--- config.mk ---
export PLATFORM = sky130hd
export DESIGN_NAME = vsel_unit
export DESIGN_NICKNAME = d
export VERILOG_FILES = /design/src/rtl/vsel_pkg.sv /design/src/rtl/vsel_step.sv /design/src/rtl/vsel_pack.sv /design/src/rtl/vsel_unit.sv
export SDC_FILE = /design/constraint.sdc
export NUM_CORES = 1
export LEC_CHECK = 0
export BUFFER_PORTS_ARGS = -buffer_cell sky130_fd_sc_hd__buf_2
export CAP_MARGIN = 10
export CORE_ASPECT_RATIO = 0.75
export CORE_MARGIN = 2
export CORE_UTILIZATION = 25
export DETAILED_ROUTE_END_ITERATION = 8
export GPL_TIMING_DRIVEN = 0
export PLACE_DENSITY = 0.49
export SLEW_MARGIN = 25
export SYNTH_ARGS = -nofsm -noshare
export SYNTH_HDL_FRONTEND = slang
export SYNTH_SLANG_ARGS = --single-unit
--- constraint.sdc ---
create_clock -name clk_i -period 4.6 [get_ports clk_i]
set_input_delay 0.23 -clock clk_i [delete_from_list [all_inputs] [get_ports clk_i]]
set_output_delay 0.23 -clock clk_i [all_outputs]
set_load 0.01 [all_outputs]
--- src/rtl/vsel_pkg.sv ---
package vsel_pkg;
  typedef enum logic [1:0] {
    SEL_STRIDE   = 2'b00,
    SEL_GATHER   = 2'b01,
    SEL_COMPRESS = 2'b10
  } sel_mode_e;
endpackage

--- src/rtl/vsel_step.sv ---
module vsel_step
  import vsel_pkg::*;
#(
  parameter int MAX_LEN = 8,
  parameter int IDX_W   = 4,
  parameter int PTR_W   = 3,
  localparam int CUR_W  = IDX_W + 1
) (
  input  sel_mode_e             mode_i,
  input  logic [CUR_W-1:0]      cur_i,
  input  logic [IDX_W-1:0]      len_i,
  input  logic [IDX_W-1:0]      stride_i,
  input  logic [IDX_W-1:0]      cnt_i,
  input  logic [MAX_LEN*IDX_W-1:0] idx_i,
  input  logic [MAX_LEN-1:0]    mask_i,
  output logic                  sel_o,
  output logic                  err_o,
  output logic                  last_o,
  output logic [PTR_W-1:0]      pos_o,
  output logic [CUR_W-1:0]      next_o
);
  logic [PTR_W-1:0] slot;
  logic [IDX_W-1:0] iv;
  logic [CUR_W-1:0] len_x, cnt_x, str_x;
  logic             live, in_rng;

  always_comb begin
    slot   = cur_i[PTR_W-1:0];
    iv     = idx_i[slot*IDX_W +: IDX_W];
    len_x  = {1'b0, len_i};
    cnt_x  = {1'b0, cnt_i};
    str_x  = {1'b0, stride_i};
    live   = 1'b0;
    in_rng = 1'b0;
    sel_o  = 1'b0;
    err_o  = 1'b0;
    pos_o  = slot;
    next_o = cur_i + CUR_W'(1);
    last_o = 1'b1;
    unique case (mode_i)
      SEL_STRIDE: begin
        sel_o  = cur_i < len_x;
        next_o = cur_i + str_x;
        last_o = next_o >= len_x;
      end
      SEL_GATHER: begin
        live   = cur_i < cnt_x;
        in_rng = (iv != '0) && (iv <= len_i);
        sel_o  = live && in_rng;
        err_o  = live && !in_rng;
        pos_o  = PTR_W'(iv - IDX_W'(1));
        last_o = next_o >= cnt_x;
      end
      default: begin
        sel_o  = (cur_i < len_x) && mask_i[slot];
        last_o = next_o >= len_x;
      end
    endcase
  end
endmodule

--- src/rtl/vsel_pack.sv ---
module vsel_pack #(
  parameter int MAX_LEN = 8,
  parameter int IDX_W   = 4,
  parameter int PTR_W   = 3,
  parameter int ELEM_W  = 16
) (
  input  logic              clk_i,
  input  logic              rst_ni,
  input  logic              clear_i,
  input  logic              step_i,
  input  logic              sel_i,
  input  logic              err_i,
  input  logic              last_i,
  input  logic [ELEM_W-1:0] data_i,
  output logic              wr_en_o,
  output logic [PTR_W-1:0]  wr_addr_o,
  output logic [ELEM_W-1:0] wr_data_o,
  output logic              idx_err_o,
  output logic              done_o,
  output logic [IDX_W-1:0]  res_len_o
);
  logic [IDX_W-1:0] count_q;

  always_ff @(posedge clk_i or negedge rst_ni) begin
    if (!rst_ni) begin
      count_q   <= '0;
      wr_en_o   <= 1'b0;
      wr_addr_o <= '0;
      wr_data_o <= '0;
      idx_err_o <= 1'b0;
      done_o    <= 1'b0;
      res_len_o <= '0;
    end else begin
      wr_en_o   <= 1'b0;
      idx_err_o <= 1'b0;
      done_o    <= 1'b0;
      if (clear_i) begin
        count_q   <= '0;
        res_len_o <= '0;
      end else if (step_i) begin
        if (sel_i) begin
          wr_en_o   <= 1'b1;
          wr_addr_o <= count_q[PTR_W-1:0];
          wr_data_o <= data_i;
          count_q   <= count_q + IDX_W'(1);
        end
        idx_err_o <= err_i;
        if (last_i) begin
          done_o    <= 1'b1;
          res_len_o <= count_q + IDX_W'(sel_i);
        end
      end
    end
  end

  assert_contig_R7: assert property (@(posedge clk_i) disable iff (!rst_ni)
    (wr_en_o && !done_o) |=> (!wr_en_o || wr_addr_o == $past(wr_addr_o) + PTR_W'(1)));
  assert_done_pulse_R9: assert property (@(posedge clk_i) disable iff (!rst_ni)
    done_o |=> !done_o);
  assert_len_bound_R8: assert property (@(posedge clk_i) disable iff (!rst_ni)
    done_o |-> res_len_o <= IDX_W'(MAX_LEN));
  assert_len_held_R8: assert property (@(posedge clk_i) disable iff (!rst_ni)
    (!clear_i && !done_o && !$past(done_o)) |=> $stable(res_len_o) || done_o);
endmodule

--- src/rtl/vsel_unit.sv ---
module vsel_unit
  import vsel_pkg::*;
#(
  parameter int MAX_LEN = 8,
  parameter int ELEM_W  = 16,
  parameter int IDX_W   = $clog2(MAX_LEN + 1),
  parameter int PTR_W   = (MAX_LEN > 1) ? $clog2(MAX_LEN) : 1,
  localparam int CUR_W  = IDX_W + 1
) (
  input  logic                      clk_i,
  input  logic                      rst_ni,
  input  logic                      start_i,
  input  logic [1:0]                mode_i,
  input  logic [IDX_W-1:0]          stride_i,
  input  logic [IDX_W-1:0]          src_len_i,
  input  logic [MAX_LEN*ELEM_W-1:0] src_i,
  input  logic [MAX_LEN*IDX_W-1:0]  idx_i,
  input  logic [IDX_W-1:0]          idx_cnt_i,
  input  logic [MAX_LEN-1:0]        mask_i,
  output logic                      busy_o,
  output logic                      wr_en_o,
  output logic [PTR_W-1:0]          wr_addr_o,
  output logic [ELEM_W-1:0]         wr_data_o,
  output logic                      idx_err_o,
  output logic                      done_o,
  output logic [IDX_W-1:0]          res_len_o
);
  localparam logic [IDX_W-1:0] LEN_MAX = IDX_W'(MAX_LEN);

  sel_mode_e              mode_q;
  logic                   busy_q;
  logic [CUR_W-1:0]       cur_q, cur_nxt;
  logic [IDX_W-1:0]       len_q, stride_q, cnt_q;
  logic [MAX_LEN*IDX_W-1:0] idx_q;
  logic [MAX_LEN-1:0]     mask_q;
  logic [ELEM_W-1:0]      src_q [MAX_LEN];
  logic                   accept, sel, err, last;
  logic [PTR_W-1:0]       pos;

  assign accept = start_i && !busy_q;
  assign busy_o = busy_q;

  always_ff @(posedge clk_i or negedge rst_ni) begin
    if (!rst_ni) begin
      busy_q   <= 1'b0;
      cur_q    <= '0;
      mode_q   <= SEL_STRIDE;
      len_q    <= '0;
      stride_q <= '0;
      cnt_q    <= '0;
      idx_q    <= '0;
      mask_q   <= '0;
      for (int i = 0; i < MAX_LEN; i++) src_q[i] <= '0;
    end else if (accept) begin
      busy_q   <= 1'b1;
      cur_q    <= '0;
      unique case (mode_i)
        2'b00:   mode_q <= SEL_STRIDE;
        2'b01:   mode_q <= SEL_GATHER;
        default: mode_q <= SEL_COMPRESS;
      endcase
      len_q    <= (src_len_i > LEN_MAX) ? LEN_MAX : src_len_i;
      cnt_q    <= (idx_cnt_i > LEN_MAX) ? LEN_MAX : idx_cnt_i;
      stride_q <= (stride_i == '0) ? IDX_W'(1) : stride_i;
      idx_q    <= idx_i;
      mask_q   <= mask_i;
      for (int i = 0; i < MAX_LEN; i++) src_q[i] <= src_i[i*ELEM_W +: ELEM_W];
    end else if (busy_q) begin
      cur_q <= cur_nxt;
      if (last) busy_q <= 1'b0;
    end
  end

  vsel_step #(.MAX_LEN(MAX_LEN), .IDX_W(IDX_W), .PTR_W(PTR_W)) i_step (
    .mode_i  (mode_q),
    .cur_i   (cur_q),
    .len_i   (len_q),
    .stride_i(stride_q),
    .cnt_i   (cnt_q),
    .idx_i   (idx_q),
    .mask_i  (mask_q),
    .sel_o   (sel),
    .err_o   (err),
    .last_o  (last),
    .pos_o   (pos),
    .next_o  (cur_nxt)
  );

  vsel_pack #(.MAX_LEN(MAX_LEN), .IDX_W(IDX_W), .PTR_W(PTR_W), .ELEM_W(ELEM_W)) i_pack (
    .clk_i    (clk_i),
    .rst_ni   (rst_ni),
    .clear_i  (accept),
    .step_i   (busy_q),
    .sel_i    (sel),
    .err_i    (err),
    .last_i   (last),
    .data_i   (src_q[pos]),
    .wr_en_o  (wr_en_o),
    .wr_addr_o(wr_addr_o),
    .wr_data_o(wr_data_o),
    .idx_err_o(idx_err_o),
    .done_o   (done_o),
    .res_len_o(res_len_o)
  );

  assert_err_skip_R5: assert property (@(posedge clk_i) disable iff (!rst_ni)
    idx_err_o |-> !wr_en_o);
  assert_err_gather_R5: assert property (@(posedge clk_i) disable iff (!rst_ni)
    idx_err_o |-> mode_q == SEL_GATHER);
  assert_done_idle_R9: assert property (@(posedge clk_i) disable iff (!rst_ni)
    done_o |-> !busy_o);
  assert_start_ignored_R10: assert property (@(posedge clk_i) disable iff (!rst_ni)
    (busy_q && start_i) |=> ($stable(mode_q) && $stable(len_q) && $stable(cnt_q)));
endmodule

# ---- After elaboration in Yosys (flattened, before gate mapping)
# Index checks and enable logic that the tools add are counted.
# Widths: inputs -> output; s select.
dict set report classes {
  n_addsub 5
  magnitude_cmp 10
  n_eq_ne 2
  n_shift 1
  muxes 33
  n_bitwise 2
  reduce_logical 17
}
# cell n
set op_table {}
lappend op_table {{$bmux 16 s3} 1}
lappend op_table {{$mux 4} 9}
lappend op_table {{$mux 16} 2}
lappend op_table {{$shiftx 32x6->4} 1}
lappend op_table {{$ge 5x4->1} 3}
lappend op_table {{$mux 5} 3}
lappend op_table {{$mux 1} 13}
lappend op_table {{$lt 5x4->1} 2}
lappend op_table {{$gt 4x4->1 const B} 2}
lappend op_table {{$reduce_bool 2->1} 3}
lappend op_table {{$add 5x1->5 const B} 1}
lappend op_table {{$add 5x4->5} 1}
lappend op_table {{$logic_and 1x1->1} 5}
lappend op_table {{$add 4x1->4} 1}
lappend op_table {{$add 4x1->4 const B} 1}
lappend op_table {{$eq 2x1->1 const B} 2}
lappend op_table {{$ge 4x4->1 const B} 1}
lappend op_table {{$le 4x4->1} 1}
lappend op_table {{$logic_not 2->1} 2}
lappend op_table {{$logic_not 4->1} 1}
lappend op_table {{$lt 3x4->1 const B} 1}
lappend op_table {{$not 3->4} 1}
lappend op_table {{$pmux 1 s2} 2}
lappend op_table {{$pmux 2 s2} 1}
lappend op_table {{other kinds (8)} 10}
dict set report totals {
  ff_bits 218
  in_bits 185
}

# ---- Logic depth before layout (Yosys ltp)
dict set report logic_depth {
  word_depth 9
  depth_mapped 17
  depth_no_buf 14
}

# ---- Hierarchy
# Synthesis repeated with hierarchy kept, for this count alone.
dict set report unflattened {
  hier_cells 1060
  hier_area_um2 10593.9
}
# mod instances cells_each area_each_um2 seq_area_each_um2
set by_module_without_submodules {}
lappend by_module_without_submodules {vsel_unit 1 842 8122.8 4704.5}
lappend by_module_without_submodules {vsel_pack 1 89 1295.0 750.7}
lappend by_module_without_submodules {vsel_step 1 129 1176.1 0.0}

# ---- Worst setup path before layout
# OpenSTA, ideal clock, no wires.
dict set report synth_path {
  path_kind {flip-flop to flip-flop}
  start {register cur_q[0]}
  end {register i_pack.wr_data_o[5]}
  setup_ns 0.064
  t_arrival_ns 3.779
  required_time_ns 4.536
  setup_slack_ns 0.757
  path_stages_with_launch 16
  path_buffers 6
  path_cell_list {dfrtp_1 > buf_6 > buf_6 > clkbuf_1 > clkbuf_1 > mux4_2 > mux2i_1 > ha_1 > clkbuf_1 > nor3b_1 > clkbuf_1 > nand2_1 > a21oi_1 > a221oi_1 > a22oi_1 > mux2_2}
}
dict set report synth_between {
  elab_chain_len 7
  elab_cells_between_ends 18
  cone_classes {1 x add/sub; 3 x order compare; 1 x shift; 7 x mux; 1 x bitwise; 5 x reduce/logical}
}
# item line_no
set synth_lines {}
lappend synth_lines {{start: declaration} vsel_unit.sv:32} ;# logic [CUR_W-1:0] cur_q, cur_nxt;
lappend synth_lines {{start signal: assignment} vsel_unit.sv:69} ;# cur_q <= cur_nxt;
lappend synth_lines {{$shiftx 32x6->4} vsel_step.sv:29} ;# iv = idx_i[slot*IDX_W +: IDX_W];
lappend synth_lines {{$sub 3x1->3} vsel_step.sv:51} ;# pos_o = PTR_W'(iv - IDX_W'(1));
lappend synth_lines {{$mux 3} vsel_step.sv:40} ;# unique case (mode_i)
lappend synth_lines {{$not 3->4 (not written as such)} vsel_unit.sv:97} ;# .data_i (src_q[pos]),
lappend synth_lines {{$bmux 16 s3} vsel_unit.sv:97}
lappend synth_lines {{$mux 16 (not written as such) (2 in a row)} vsel_unit.sv:97}
lappend synth_lines {{end signal: assignment} vsel_pack.sv:44} ;# wr_data_o <= data_i;
lappend synth_lines {{end: declaration} vsel_pack.sv:17} ;# output logic [ELEM_W-1:0] wr_data_o,
# Parallel ways exist; a longest one is shown, timed or not. The select of a mux whose other input is x is not followed.
# A chain may end at the register's enable or synchronous reset.

# ---- Worst setup path in the final report
dict set report layout_path {
  start {register cur_q[0]}
  end {register i_pack.wr_data_o[8]}
}
# The elaborated chain is that of the path after synthesis.

==> impl_metrics.py <==
metrics = {
    "min_path": {
        "min_path_type": "in -> async",
    },
    "timing": {
        "drv_slew": 0,
        "layout_min_cycle_time_ns": 4.39,
        "worst_pin_slew_ns": 0.938,
        "fin_hold_ws_ns": 0.0645,
        "rsz0062_at_grt": "no",
        "skew_ns": 0.0321,
        "relSlewSlack_pct": 37.5,
        "max_freq_ghz": 0.228,
        "finalSetupViolations": 0,
        "final_hold_viol_count": 0,
        "post-route-period-util_pct": 95.4,
    },
    "setup_path": {
        "r2r_end": "i_pack.wr_data_o[8]",
        "slowest_stage": "mux4_2",
        "startpoint_type": "flop",
        "crit_type": "reg -> reg",
        "arrival_ns": 4.81,
        "rrSetupSlack_ns": 0.21,
        "crit_path_end_kind": "flop",
        "crit_fanout": 12,
        "slowest_delay_ns": 0.54,
        "path_cells": "buf_6 > buf_6 > mux2_4 > mux4_2 > buf_6 > inv_6 > clkbuf_4 > ha_1 > clkbuf_2 > buf_4 > mux2i_1 > o21ai_0 > a221oi_2 > a22oi_1 > mux2_2",
        "worst_path_most_repeated_cell": "buf_6",
        "r2r_cells": 15,
        "worstPathRequired_ns": 5.02,
        "reg2reg_from": "cur_q[0]",
    },
    "route": {
        "ant_nets": 0,
        "routed_wl_microns": 47300,
        "wire_per_inst_microns": 19.1,
        "num_vias": 11600,
        "vias_per_cell": 4.69,
        "drtIter0Drc": 813,
        "drc_errors": 0,
        "dr.pass1.iters": 5,
    },
    "clock_tree": {
        "clkLatencyLatePin_ns": 0.56,
        "path_clk_slew_ns": 0.06,
        "htreeDepth": 1,
        "cts_max_path_buffers": 3,
        "numCtsBuffers": 26,
        "root_buffer": "clkbuf_16",
        "cts_tree": "built",
        "clock_sinks": 218,
    },
    "floorplan": {
        "ioPinCount": 212,
        "die_w_microns": 257,
        "dieHeight_microns": 194,
        "die_area_sq_um": 49800,
        "design.core.area_sq_um": 47400,
        "std_cell_rows": 69,
        "start_util_pct": 25.3,
    },
    "global_routing": {
        "grt_use_total_pct": 18.8,
        "antenna_found_initial": 4,
        "overflow": 0,
        "grt_pass1_wl_microns": 71900,
        "grt_max_degree": 86,
        "grt_pass1_vias": 11700,
    },
    "yosys": {
        "syn_area_sq_um": 12000,
        "yosys_warnings": 0,
        "ys_types": 52,
        "synth-main-ff-cell": "dfrtp_1",
        "ys_async_sr_fraction_pct": 100,
        "synthesis.nets": 1607,
        "synth_edf_count": 0,
        "synth-seq-cells": 218,
        "ys_seq_area_share_pct": 45.5,
        "synth_area_per_cell_sq_um": 8.65,
        "synth_cells": 1387,
    },
    "power": {
        "pwr-share-comb_pct": 56.3,
        "p_int_w": 0.00696,
        "p_sw_share_pct": 46.2,
        "clkPwrFrac_pct": 16.0,
        "switchingPower_w": 0.00597,
        "p_per_area_nw_per_um2": 769,
        "p_leak_nw": 8.09,
        "vdd_ir_drop_max_mv": 0.361,
        "p_seq_share_pct": 27.7,
    },
    "place": {
        "place_congestion": 0.825,
        "port_buffers": 211,
        "place_hpwl_microns": 35400,
    },
    "layout": {
        "synthToLayoutAreaGrowth_pct": 40.1,
        "utilization_pct": 35.5,
        "n_fill_cell": 4940,
        "drive_gt1_share_pct": 18.8,
        "final_nets": 2037,
    },
    "flow_run": {
        "maxCapViolCount": 0,
    },
    "outcome": {
        "status": "finished clean",
    },
}
## flip-flops by register name (all words and copies together) (netlist names), 2 cells and up
name              cells
i_pack.wr_data_o     16
mode_q                2
len_q                 4
cur_q                 5
cnt_q                 4
i_pack.count_q        4
i_pack.wr_addr_o      3
idx_q                32
i_pack.res_len_o      4
src_q               128
stride_q              4
mask_q                8
## metrics by stage
stage	cell area, sq um	cells	TNS (ns)	total power [W]	worst slack, ns
2_1_floorplan	12000	1387	0	0.00803	0.757
3_3_place_gp	13900	2237	-185.09	0.0103	-1.23
3_5_place_dp	14000	2241	-20.32	0.0104	-1.27
4_1_cts	16800	2474	0	0.0128	0.0203
5_1_grt	16800	2479	0	0.0139	0.00731
6_report	16800	2479	0	0.0129	0.213
## critical path: cells and delay by family (launching register included)
kind / cells / cell delay [ns]
adder cells (fa/ha/maj): 1 / 0.19
AO/OA/AOI/OAI: 3 / 0.77
multiplexers: 4 / 1.36
buffers and inverters: 7 / 1.43
flip-flops: 1 / 0.46
## cell type report
| cell class | instances | area, sq um | share of cell area, % |
|---|---|---|---|
| antenna | 3 | 7.51 | 0.0446 |
| buffer | 97 | 462 | 2.75 |
| clock buffer | 34 | 731 | 4.35 |
| clock inverter | 14 | 125 | 0.744 |
| inverter | 38 | 148 | 0.878 |
| multi-input combinational | 1033 | 6050 | 36.0 |
| sequential | 218 | 5460 | 32.5 |
| tap | 639 | 800 | 4.76 |
| timing repair buffer | 403 | 3030 | 18.0 |
## synthesized netlist by cell type, drive strengths merged (2+ instances only)
library cell | n | area, sq um
a2111oi | 2 | 25.0
a211o | 31 | 272
a211oi | 3 | 22.5
a21boi | 32 | 240
a21o | 4 | 30.0
a21oi | 38 | 190
a221oi | 16 | 140
a22oi | 16 | 120
and3 | 2 | 17.5
buf | 26 | 166
clkbuf | 72 | 270
dfrtp | 218 | 5460
ha | 34 | 425
inv | 37 | 144
mux2 | 26 | 300
mux2i | 63 | 631
mux4 | 8 | 180
nand2 | 543 | 2040
nand2b | 17 | 106
nand3 | 22 | 110
nand3b | 8 | 60.1
nor2 | 13 | 48.8
nor2b | 8 | 50.1
nor3 | 3 | 15.0
nor3b | 20 | 150
nor4 | 15 | 93.8
o211ai | 2 | 15.0
o21a | 4 | 30.0
o21ai | 66 | 334
o311ai | 15 | 131
o31ai | 2 | 15.0
or2 | 2 | 12.5
or3 | 2 | 12.5
xnor2 | 4 | 35.0
xor2 | 4 | 35.0
## repair_timing
action                     4_1_cts  5_1_grt
setup buffers                    0        2
gates resized for setup         22       11
pin swaps                        1        3
hold buffers                   186        0
hold endpoints to repair       270        0
setup endpoints to repair       28       18
## routing by layer
| metal | GRT usage [%] | vias up | wire length, microns |
|---|---|---|---|
| li1 | - | 5558 | - |
| met1 | 28.6 | 5647 | 23800 |
| met2 | 27.1 | 345 | 19700 |
| met3 | 3.31 | 72 | 2510 |
| met4 | 5.08 | 2 | 1230 |
| met5 | 0 | - | 12 |
## power groups by stage
stage	clock network, W	logic [W]	registers [W]
floorplan	0	0.00469	0.00334
global placement	0	0.00673	0.00356
detailed placement	0	0.00687	0.00357
CTS	0.00211	0.00716	0.00356
global route	0.00221	0.00800	0.00370
finish	0.00207	0.00727	0.00359
## kinds of logic (layout without fill, tap and decap cells)
logic type | Yosys count | in the layout | synth area share (%)
AO/OA/AOI/OAI | 236 | 236 | 13.4
buffers and inverters | 136 | 586 | 4.87
other | 0 | 3 | 0
AND/OR/NAND/NOR | 657 | 657 | 22.7
multiplexers | 97 | 97 | 9.26
XOR/XNOR | 8 | 8 | 0.584
flip-flops | 218 | 218 | 45.5
adder cells (fa/ha/maj) | 35 | 35 | 3.71
## cells in the final DEF (no fill, tap or decap), types with 26 or more instances in the layout
cell           instances
clkbuf_16             26
a211o_1               31
mux2i_1               62
clkbuf_1              64
dfrtp_1              217
a21boi_0              32
ha_1                  34
nand2_1              543
dlygate4sd3_1        186
a21oi_1               38
inv_1                 36
buf_2                223
o21ai_0               65
## worst max-delay path by stage
stage                         from             endpoint  slack, ns  cells after the start
after floorplan           cur_q[0]  i_pack.wr_data_o[5]       0.76                     15
after global placement    cur_q[0]  i_pack.wr_data_o[9]      -1.23                     14
after detailed placement  cur_q[0]  i_pack.wr_data_o[9]      -1.27                     14
after CTS                 cur_q[1]  i_pack.wr_data_o[9]       0.02                     14
after global routing      cur_q[0]  i_pack.wr_data_o[9]      0.007                     15
final                     cur_q[0]  i_pack.wr_data_o[8]       0.21                     15
Power figures use the tool's default switching activity.
